$ cat src/rtl/gate_strobe_timer_pkg.sv
package gate_strobe_timer_pkg;
  localparam int DEF_CNT_W = 16;

  typedef enum logic [1:0] {
    ST_IDLE   = 2'd0,
    ST_COUNT  = 2'd1,
    ST_STROBE = 2'd2
  } run_state_e;

  function automatic logic is_rise(input logic now_v, input logic prev_v);
    return now_v & ~prev_v;
  endfunction
endpackage

$ cat src/rtl/gtrig_edge.sv
module gtrig_edge (
  input  logic clk,
  input  logic rst_n,
  input  logic gate,
  output logic rise
);
  import gate_strobe_timer_pkg::*;

  logic gate_q;

  // Reset to 1 so a gate held high through reset is not a rise.
  always_ff @(posedge clk) begin
    if (!rst_n) gate_q <= 1'b1;
    else        gate_q <= gate;
  end

  assign rise = rst_n & is_rise(gate, gate_q);
endmodule

$ cat src/rtl/gtrig_hold.sv
module gtrig_hold #(
  parameter int CNT_W = 16
) (
  input  logic             clk,
  input  logic             rst_n,
  input  logic             wr_en,
  input  logic [CNT_W-1:0] wr_data,
  output logic [CNT_W-1:0] init_q,
  output logic             armed
);
  always_ff @(posedge clk) begin
    if (!rst_n) begin
      init_q <= '0;
      armed  <= 1'b0;
    end else if (wr_en) begin
      init_q <= wr_data;
      armed  <= 1'b1;
    end
  end
endmodule

$ cat src/rtl/gtrig_down.sv
module gtrig_down #(
  parameter int CNT_W = 16
) (
  input  logic             clk,
  input  logic             rst_n,
  input  logic             load,
  input  logic [CNT_W-1:0] load_val,
  output logic [CNT_W-1:0] cnt,
  output logic             running,
  output logic             at_zero
);
  import gate_strobe_timer_pkg::*;

  localparam logic [CNT_W-1:0] ONE = CNT_W'(1);

  run_state_e st;

  assign running = (st != ST_IDLE);
  assign at_zero = (st == ST_STROBE);

  always_ff @(posedge clk) begin
    if (!rst_n) begin
      st  <= ST_IDLE;
      cnt <= '0;
    end else if (load) begin
      cnt <= load_val;
      st  <= (load_val == '0) ? ST_STROBE : ST_COUNT;
    end else begin
      unique case (st)
        ST_COUNT: begin
          cnt <= cnt - ONE;
          if (cnt == ONE) st <= ST_STROBE;
        end
        ST_STROBE: st <= ST_IDLE;
        default:   st <= ST_IDLE;
      endcase
    end
  end
endmodule

$ cat src/rtl/gate_strobe_timer.sv
module gate_strobe_timer #(
  parameter int CNT_W = gate_strobe_timer_pkg::DEF_CNT_W
) (
  input  logic             clk,
  input  logic             rst_n,
  input  logic             cnt_valid,
  output logic             cnt_ready,
  input  logic [CNT_W-1:0] cnt_data,
  input  logic             gate,
  output logic             strobe_n
);
  logic             rise;
  logic             armed;
  logic             trig;
  logic             running;
  logic             at_zero;
  logic [CNT_W-1:0] init_q;
  logic [CNT_W-1:0] cnt;

  assign cnt_ready = rst_n;

  gtrig_edge u_edge (
    .clk   (clk),
    .rst_n (rst_n),
    .gate  (gate),
    .rise  (rise)
  );

  gtrig_hold #(.CNT_W(CNT_W)) u_hold (
    .clk     (clk),
    .rst_n   (rst_n),
    .wr_en   (cnt_valid & cnt_ready),
    .wr_data (cnt_data),
    .init_q  (init_q),
    .armed   (armed)
  );

  // Trigger uses the value stored before this edge.
  assign trig = rise & armed;

  gtrig_down #(.CNT_W(CNT_W)) u_down (
    .clk      (clk),
    .rst_n    (rst_n),
    .load     (trig),
    .load_val (init_q),
    .cnt      (cnt),
    .running  (running),
    .at_zero  (at_zero)
  );

  assign strobe_n = ~at_zero;
endmodule

$ cat config.mk
export PLATFORM = sky130hd
export DESIGN_NAME = gate_strobe_timer
export DESIGN_NICKNAME = d
export VERILOG_FILES = /design/src/rtl/gate_strobe_timer_pkg.sv /design/src/rtl/gtrig_edge.sv /design/src/rtl/gtrig_hold.sv /design/src/rtl/gtrig_down.sv /design/src/rtl/gate_strobe_timer.sv
export SDC_FILE = /design/constraint.sdc
export NUM_CORES = 1
export LEC_CHECK = 0
export BUFFER_PORTS_ARGS = -buffer_cell sky130_fd_sc_hd__buf_2
export CAP_MARGIN = 20
export CELL_PAD_IN_SITES_DETAIL_PLACEMENT = 2
export CELL_PAD_IN_SITES_GLOBAL_PLACEMENT = 2
export CORE_UTILIZATION = 35
export CTS_CLUSTER_SIZE = 28
export DETAILED_ROUTE_END_ITERATION = 16
export PLACE_DENSITY_LB_ADDON = 0.2
export SLEW_MARGIN = 20
export SYNTH_ARGS = -nofsm -noshare
export SYNTH_HDL_FRONTEND = slang
export SYNTH_SLANG_ARGS = --single-unit
$ cat constraint.sdc
create_clock -name clk -period 4.3 [get_ports clk]
set_input_delay 1.29 -clock clk [delete_from_list [all_inputs] [get_ports clk]]
set_output_delay 1.29 -clock clk [all_outputs]
set_load 0.01 [all_outputs]
# Word level (Yosys, flattened, before mapping)
# Index checks and enable logic that the tools add are counted.
# op_classes
add_sub_neg	1
n_eq_ne	4
n_mux	6
n_bitwise	6
n_reduce_logical	2
# op_table
cell	count
$mux W16	2
$eq A16 B1 Y1 const B	1
$logic_not A16 Y1	1
$sub A16 B1 Y16 const B	1
$mux W2	4
$and A1 B1 Y1	4
$ne A3 B2 Y1 const B	1
$eq A2 B1 Y1 const B	1
$eq A2 B2 Y1 const B	1
$not A1 Y1	2
$reduce_bool A2 Y1	1
# totals
reg_bits	36
in_bits	20
output_inout_bits	2
word_cells	24

# Depth between registers and ports, before layout
# Gate-level depths: netlist of run 1.
# depth
word_depth	5
mapped_depth	6
ltp_nobuf	6

# By module
# A second synthesis of run 1 with hierarchy kept.
# hier_totals
cells_unflattened	185
hier_area_um2	1730.4
# by_module_without_submodules
module	n_inst	cells_each	area_per_inst_um2	seq_area_each_um2
gtrig_down	1	125	1028.5	360.3
gtrig_hold	1	53	643.1	340.3
gtrig_edge	1	3	35.0	20.0
gate_strobe_timer	1	4	23.8	0.0

# Worst setup path after synthesis of run 1
# OpenSTA, ideal clock, no wires.
# synth_timing
path_kind	input port to output port
start	in rst_n
end	out cnt_ready
arrival_ns	1.409
required_time_ns	3.010
path_slack_ns	1.601
path_stages	1
path_buffers	1
cell_sequence	buf_4
# synth_lines
element	line_no	rtl
from (decl)	gate_strobe_timer.sv:5	input logic rst_n,
to (decl)	gate_strobe_timer.sv:7	output logic cnt_ready,
# No word-level cell between the ends.

# Worst setup path in the final report of run 1
# layout_timing
start	in rst_n
end	out cnt_ready
# No word-level cell between the ends.

==> results by group, run 1 <==
Run status
  – Status: finished, final reports clean

Worst setup path
  – CP peak stage delay: 240 ps
  – Critical Path Fanout Max: 17
  – Cell depth of the worst flop-to-flop path: 4
  – Worst EP required: 3010 ps
  – Reg-to-reg endpoint: u_down.st[0]
  – Startpoint types: input pin
  – Slowest CP cell: buf_2
  – Number of buffers and inverters on the critical path: 2
  – CP top delay family: buffers and inverters
  – WS Path Type: input pin to output port
  – Critical Path End Type: output port
  – Critical-path cell list: buf_2 -> buf_2
  – Cell repeated most along the worst path: buf_2
  – Internal reg-to-reg setup slack: 2230 ps
  – R2r startpoint: u_down.cnt[8]
  – WP data arrival: 1720 ps

Floorplanning
  – Num rows: 24
  – Full die area: 0.00489 sq mm
  – Core ar.: 0.00438 sq mm
  – Die Wd: 69.9 um
  – Die H: 69.9 um
  – Num ports: 22
  – Initial core utilization: 36.8%

Global routing
  – Antenna violations before repair: 0
  – Global route total overflow: 0
  – Largest net degree at the start of global routing: 30
  – First-pass GRT wire length: 7470 um
  – Gr usage total: 19.9%
  – Vias in the first global route: 1512

STA
  – Final hold violation count: 0
  – Minimum clock period: 3010 ps
  – Fmax: 0.333 GHz
  – Clock skew: 7.73 ps
  – Setup TNS: 0 ps
  – Final Max Slew Viols: 0
  – Hold_ws: 486 ps
  – Slew margin rel.: 55.1%
  – Final Cycle Share: 69.9%
  – # setup viols final: 0
  – RSZ-0062 raised after global routing: no
  – Measured slew at the worst slew-check pin: 673 ps

CTS
  – Bufs on Longest Clock Path: 2
  – Inserted Clock Buffers: 5
  – CTS Hold Bufs: 0
  – CTS Sinks: 36
  – CTS root buf: clkbuf_8
  – CTS tree: yes
  – Htree depth: 2
  – Setup bufs post-CTS: 0
  – Clock-pin slew on the worst setup and hold paths: 60 ps
  – Clk_lat worst skew: 290 ps
  – CTS resizes: 0

Detailed routing
  – Antenna Nets Post-Route: 0
  – Vias/cell: 5.65
  – DR iter-0 viols: 30
  – Detailed Routing Iterations Pass 1: 4
  – Total wire length: 4540 um
  – DRC viols: 0
  – WL per Instance: 18.1 um
  – Vias: 1417

Yosys
  – Unique cell type count in the Yosys netlist: 35
  – Syn nets: 200
  – YS warnings: 0
  – Synth Cell Area: 0.00161 sq mm
  – Top cells by area, synth: dfxtp_1 (45%), mux2i_1 (9.9%), nor2_1 (6.3%)
  – Seq/Total Area, Yosys: 44.7%
  – Synth Register Bits: 36
  – Mapped Avg Cell Area: 9.07 sq um
  – Area leader, netlist: dfxtp_1
  – Yosys top cell area share: 44.7%
  – Post-Syn Instances: 178

Power and ir drop
  – Clk network pwr share: 33.1%
  – Maximum vdd drop: 0.227 mV
  – Sequential Power Share: 54.0%
  – Gate power share: 12.9%
  – P per Cell Area: 371 mW/mm^2
  – P_sw: 183 uW
  – Total design power: 684 uW
  – Sw frac: 26.8%
  – Pleak: 0.000750 uW
  – Pint: 500 uW

Placed design
  – Placed insts: 243
  – Port-buffer cells: 21
  – Post-DP HPWL: 3440 um
  – Area after DPL: 0.00175 sq mm
  – Placer congestion estimate: 0.830

Hold path
  – End of the worst hold path: u_hold.armed
  – HP Start: u_hold.armed
  – Hold crit path type: flop to flop
  – Hold path depth: 2

Layout
  – Area growth syn-to-layout: 14.2%
  – Layout cells sized above 1: 16.6%
  – Cell Count, Final, Fillers Out: 251
  – Most frequent cells in the layout: dfxtp_1 (36), nor2_1 (27), buf_2 (21)
  – Antenna cells: 0
  – Final nets: 221
  – Fin area: 0.00184 sq mm
  – Commonest non-fill, non-tap cell in the layout: dfxtp_1

Flow run
  – Max Cap Viol: 0
state kept, by name, indices dropped and copies added, names as in the netlist:
register / flops
u_hold.init_q: 16
u_hold.armed: 1
u_edge.gate_q: 1
u_down.st: 2
u_down.cnt: 16
stage by stage:
| stage | util [%] | setup WS (ps) |
|---|---|---|
| after floorplan | - | 1600 |
| after global placement | 40.0 | 1240 |
| final | 42.0 | 1290 |
| after CTS | 41.8 | 1280 |
| after detailed placement | 40.0 | 1090 |
| after global routing | 42.0 | 1260 |
power by group through the flow:
stage	clock network, uW	logic [uW]	registers (uW)
finish	226	88.3	369
global route	243	98.8	371
CTS	232	89.3	369
detailed placement	0	88.2	376
global placement	0	82.0	375
floorplan	0	62.2	370
per-layer routing:
metal	vias up	track usage, %	share of wire, %
met4	0	8.67	2.2
met5	-	0	0
met1	698	23.3	46
met3	11	4.04	2.9
li1	682	-	-
met2	26	35.0	49
worst max-delay path by stage:
stage               slack [ps]  start             to  cells after the start
global placement          1240  rst_n  u_down.cnt[1]                      4
finish                    1290  rst_n      cnt_ready                      2
CTS                       1280  rst_n      cnt_ready                      2
global route              1260  rst_n      cnt_ready                      2
detailed placement        1090  rst_n  u_down.cnt[1]                      5
floorplan                 1600  rst_n      cnt_ready                      1
Yosys cell counts:
cell	count
nor2_1	27
or3_1	2
mux2i_1	16
clkbuf_1	8
nor3_1	3
inv_1	5
nand4_1	3
o21ai_0	13
o41ai_1	1
nand2_1	3
or2_2	2
nand3b_1	1
a31oi_1	3
a41o_1	1
and3b_1	1
nand4b_1	1
o31ai_1	2
buf_4	1
nor2b_1	1
nand2b_1	3
dfxtp_1	36
ha_1	2
nor4_1	6
or4_4	1
a311oi_1	1
a211oi_1	3
or4b_1	1
xnor2_1	7
o211ai_1	1
nor4_2	1
or4_1	5
nor4b_1	1
xor2_1	4
nand3_1	3
a21oi_1	9
cell type report:
| type | instances | area [sq um] |
|---|---|---|
| fillers | 482 | 2540 |
| clock inverters | 1 | 5.00 |
| clock buffers | 6 | 72.6 |
| multi-input cells | 128 | 837 |
| well taps | 52 | 65.1 |
| flip-flops and latches | 36 | 721 |
| inverters | 5 | 18.8 |
| repair buffers | 23 | 124 |
kinds of logic (layout without fill, tap and decap cells):
group	count (synthesis)	in the layout	share of synthesized area [%]
and+or+nand+nor	65	65	21.9
DFF	36	36	44.7
AOI/OAI and AO/OA	34	34	12.5
muxes	16	16	9.92
buffers and inverters	14	35	3.49
xor gates and xnor gates	11	11	5.97
adders and majority gates	2	2	1.55
No activity file was read; power rests on OpenSTA's default activity.
==> run 2, diff against run 1 <==
Settings changed: ABC_AREA from default to 1, CORE_UTILIZATION 35 to 29.
Clock period 4.3 ns to 2.59 ns, I/O delays scaled along.
==> run 2 against run 1 <==
Synthesized cell count is 57% higher. Register-to-register slack worse by 1300 ps. Utilization is 7.6 points lower. Clock-buffer cell count is 1 higher. Area after synthesis is 20% higher. Final area is 19% higher. Die area is 44% higher. Wire length is 22% higher. Non-clock buffer count stayed put. Sequential cell count stayed put. Sequential power is 62% higher. Largest cell class unchanged.
==> results by group, run 2 <==
STA
  – Final hold violation count: 0
  – Final Cycle Share: 74.1%
  – Slew margin rel.: 69.2%
  – Clock skew: 9.49 ps
  – # setup viols final: 0
  – Fmax: 0.521 GHz
  – Final Max Slew Viols: 0
  – Minimum clock period: 1920 ps
  – Setup TNS: 0 ps
  – Measured slew at the worst slew-check pin: 458 ps
  – RSZ-0062 raised after global routing: no

CTS
  – CTS root buf: clkbuf_8
  – Htree depth: 2
  – Clk_lat worst skew: 290 ps
  – Clock-pin slew on the worst setup and hold paths: 70 ps
  – CTS resizes: 0
  – Bufs on Longest Clock Path: 2
  – CTS tree: yes
  – Inserted Clock Buffers: 5
  – CTS Hold Bufs: 0
  – CTS Sinks: 36
  – Setup bufs post-CTS: 0

Floorplanning
  – Full die area: 0.00701 sq mm
  – Die Wd: 83.8 um
  – Initial core utilization: 30.3%
  – Core ar.: 0.00639 sq mm
  – Num ports: 22
  – Num rows: 29
  – Die H: 83.8 um

Worst setup path
  – WP data arrival: 1140 ps
  – Startpoint types: input pin
  – Slowest CP cell: buf_2
  – CP top delay family: buffers and inverters
  – Cell repeated most along the worst path: buf_2
  – Worst EP required: 1810 ps
  – Number of buffers and inverters on the critical path: 2
  – WS Path Type: input pin to output port
  – Critical Path End Type: output port
  – Critical-path cell list: buf_2 -> buf_2
  – Critical Path Fanout Max: 9
  – CP peak stage delay: 190 ps

Global routing
  – GR peak layer: met2
  – Largest net degree at the start of global routing: 34
  – Vias in the first global route: 1850
  – Met2 Use GR: 26.1%
  – Met3 Track Usage GR: 2.77%
  – Antenna violations before repair: 0
  – M1 GR Usage: 23.6%
  – First-pass GRT wire length: 9250 um
  – Gr usage total: 16.8%
  – Global route total overflow: 0

Yosys
  – Main synth FF type: dfxtp_1
  – Largest family of logic cells by synthesized area: simple AND/OR/NAND/NOR gates
  – Synth top cells by count: inv_1 (54), nand2_1 (53), nor2_1 (47)
  – Compound-Gate Fraction of Synth Area: 19.4%
  – Multiplexer share of the synthesized area: 0%
  – Yosys top cell area share: 37.2%
  – Post-synthesis adder-cell area fraction: 1.29%
  – Synth Cell Area: 0.00194 sq mm
  – Mapped Avg Cell Area: 6.95 sq um
  – Xor/xnor cell area share of the yosys netlist: 2.26%
  – YS warnings: 0
  – Seq/Total Area, Yosys: 37.2%
  – Synth async-reset ratio: 0%
  – Top cells by area, synth: dfxtp_1 (37%), inv_1 (10%), nand2_1 (10%)
  – Post-synth EDFFs: 0
  – Unique cell type count in the Yosys netlist: 25
  – Syn nets: 301
  – Top-count cell post-synth: inv_1
  – Post-Syn Instances: 279
  – Synth Register Bits: 36
  – Simple-gate area share of the yosys netlist: 26.0%
  – Area leader, netlist: dfxtp_1

Detailed routing
  – WL per Instance: 14.7 um
  – DR iter-0 viols: 38
  – Vias/cell: 4.74
  – Total wire length: 5520 um
  – Vias: 1784
  – DRC viols: 0
  – Detailed Routing Iterations Pass 1: 4
  – Antenna Nets Post-Route: 0

Layout
  – Final nets: 321
  – Cell Count, Final, Fillers Out: 376
  – Fillers: 780
  – Area growth syn-to-layout: 13.5%
  – Layout cells sized above 1: 15.1%
  – Commonest non-fill, non-tap cell in the layout: inv_1
  – Area occupied by multi-input gates: 947 sq um
  – Most frequent cells in the layout: inv_1 (54), nand2_1 (53), nor2_1 (47)
  – Antenna cells: 0
  – Top flop regs: u_down.cnt (16), u_hold.init_q (16), u_down.st (2)
  – FF+latch area: 721 sq um

Flow run
  – Max Cap Viol: 0

Power and ir drop
  – Total design power: 1300 uW
  – P per Cell Area: 590 mW/mm^2
  – Maximum vdd drop: 0.195 mV
  – Pleak: 0.000990 uW

Hold path
  – Hold crit path type: flop to flop

Placed design
  – Port-buffer cells: 21
  – Placer congestion estimate: 0.755
  – Post-DP HPWL: 4170 um
  – Placed insts: 369

Run status
  – Status: finished, final reports clean
## run 2: changes by cell type after synthesis, sizes merged, moves of 14 or more
cell / delta
a211oi: +14
inv: +50
mux2i: -16
nand2: +52
nor2: +21
o22ai: +14
## run 2: final timing paths
kind / startpoint / endpoint / slack (ps) / cells past startpoint
worst max-delay path: rst_n / cnt_ready / 670 / 2
worst max register to register: u_down.cnt[0] / u_down.cnt[10] / 940 / 9
worst min register to register: u_hold.init_q[0] / u_hold.init_q[0] / 490 / 2
worst min-delay path: u_hold.init_q[0] / u_hold.init_q[0] / 490 / 2
## run 2: per-layer routing
metal | vias to the layer above | share of wire [%]
met1 | 833 | 53
met4 | 0 | 1.3
met3 | 7 | 2.5
met2 | 21 | 43
met5 | - | 0
li1 | 923 | -
## run 2: final cells by class
type                            instances  area share (%)
Clock buffer                            7            4.38
Sequential cell                        36            32.8
Inverter                               55            9.39
Tap cell                               77            4.38
Timing Repair Buffer                   23            6.03
Multi-Input combinational cell        178            43.1
## run 2: report_power, final
group	switching [uW]	leakage, uW	internal (uW)
Sequential	16.2	0.000296	582
Clock	211	0.0000503	237
Combinational	159	0.000644	92.2
## run 2: per-stage QoR
stage | utilization, % | hold slack [ps] | cell area, sq um | setup WS (ps)
detailed placement | 32.9 | 483 | 2100 | 535
global placement | 32.9 | 476 | 2100 | 624
global route | 34.4 | 519 | 2200 | 643
finish | 34.4 | 494 | 2200 | 670
CTS | 34.4 | 498 | 2200 | 666
floorplan | - | 450 | 1940 | 917
## run 2: logic make-up after synthesis
family | Yosys count
adders and majority gates | 2
buffers and inverters | 65
xor gates and xnor gates | 5
DFF | 36
AOI/OAI and AO/OA | 53
and+or+nand+nor | 118
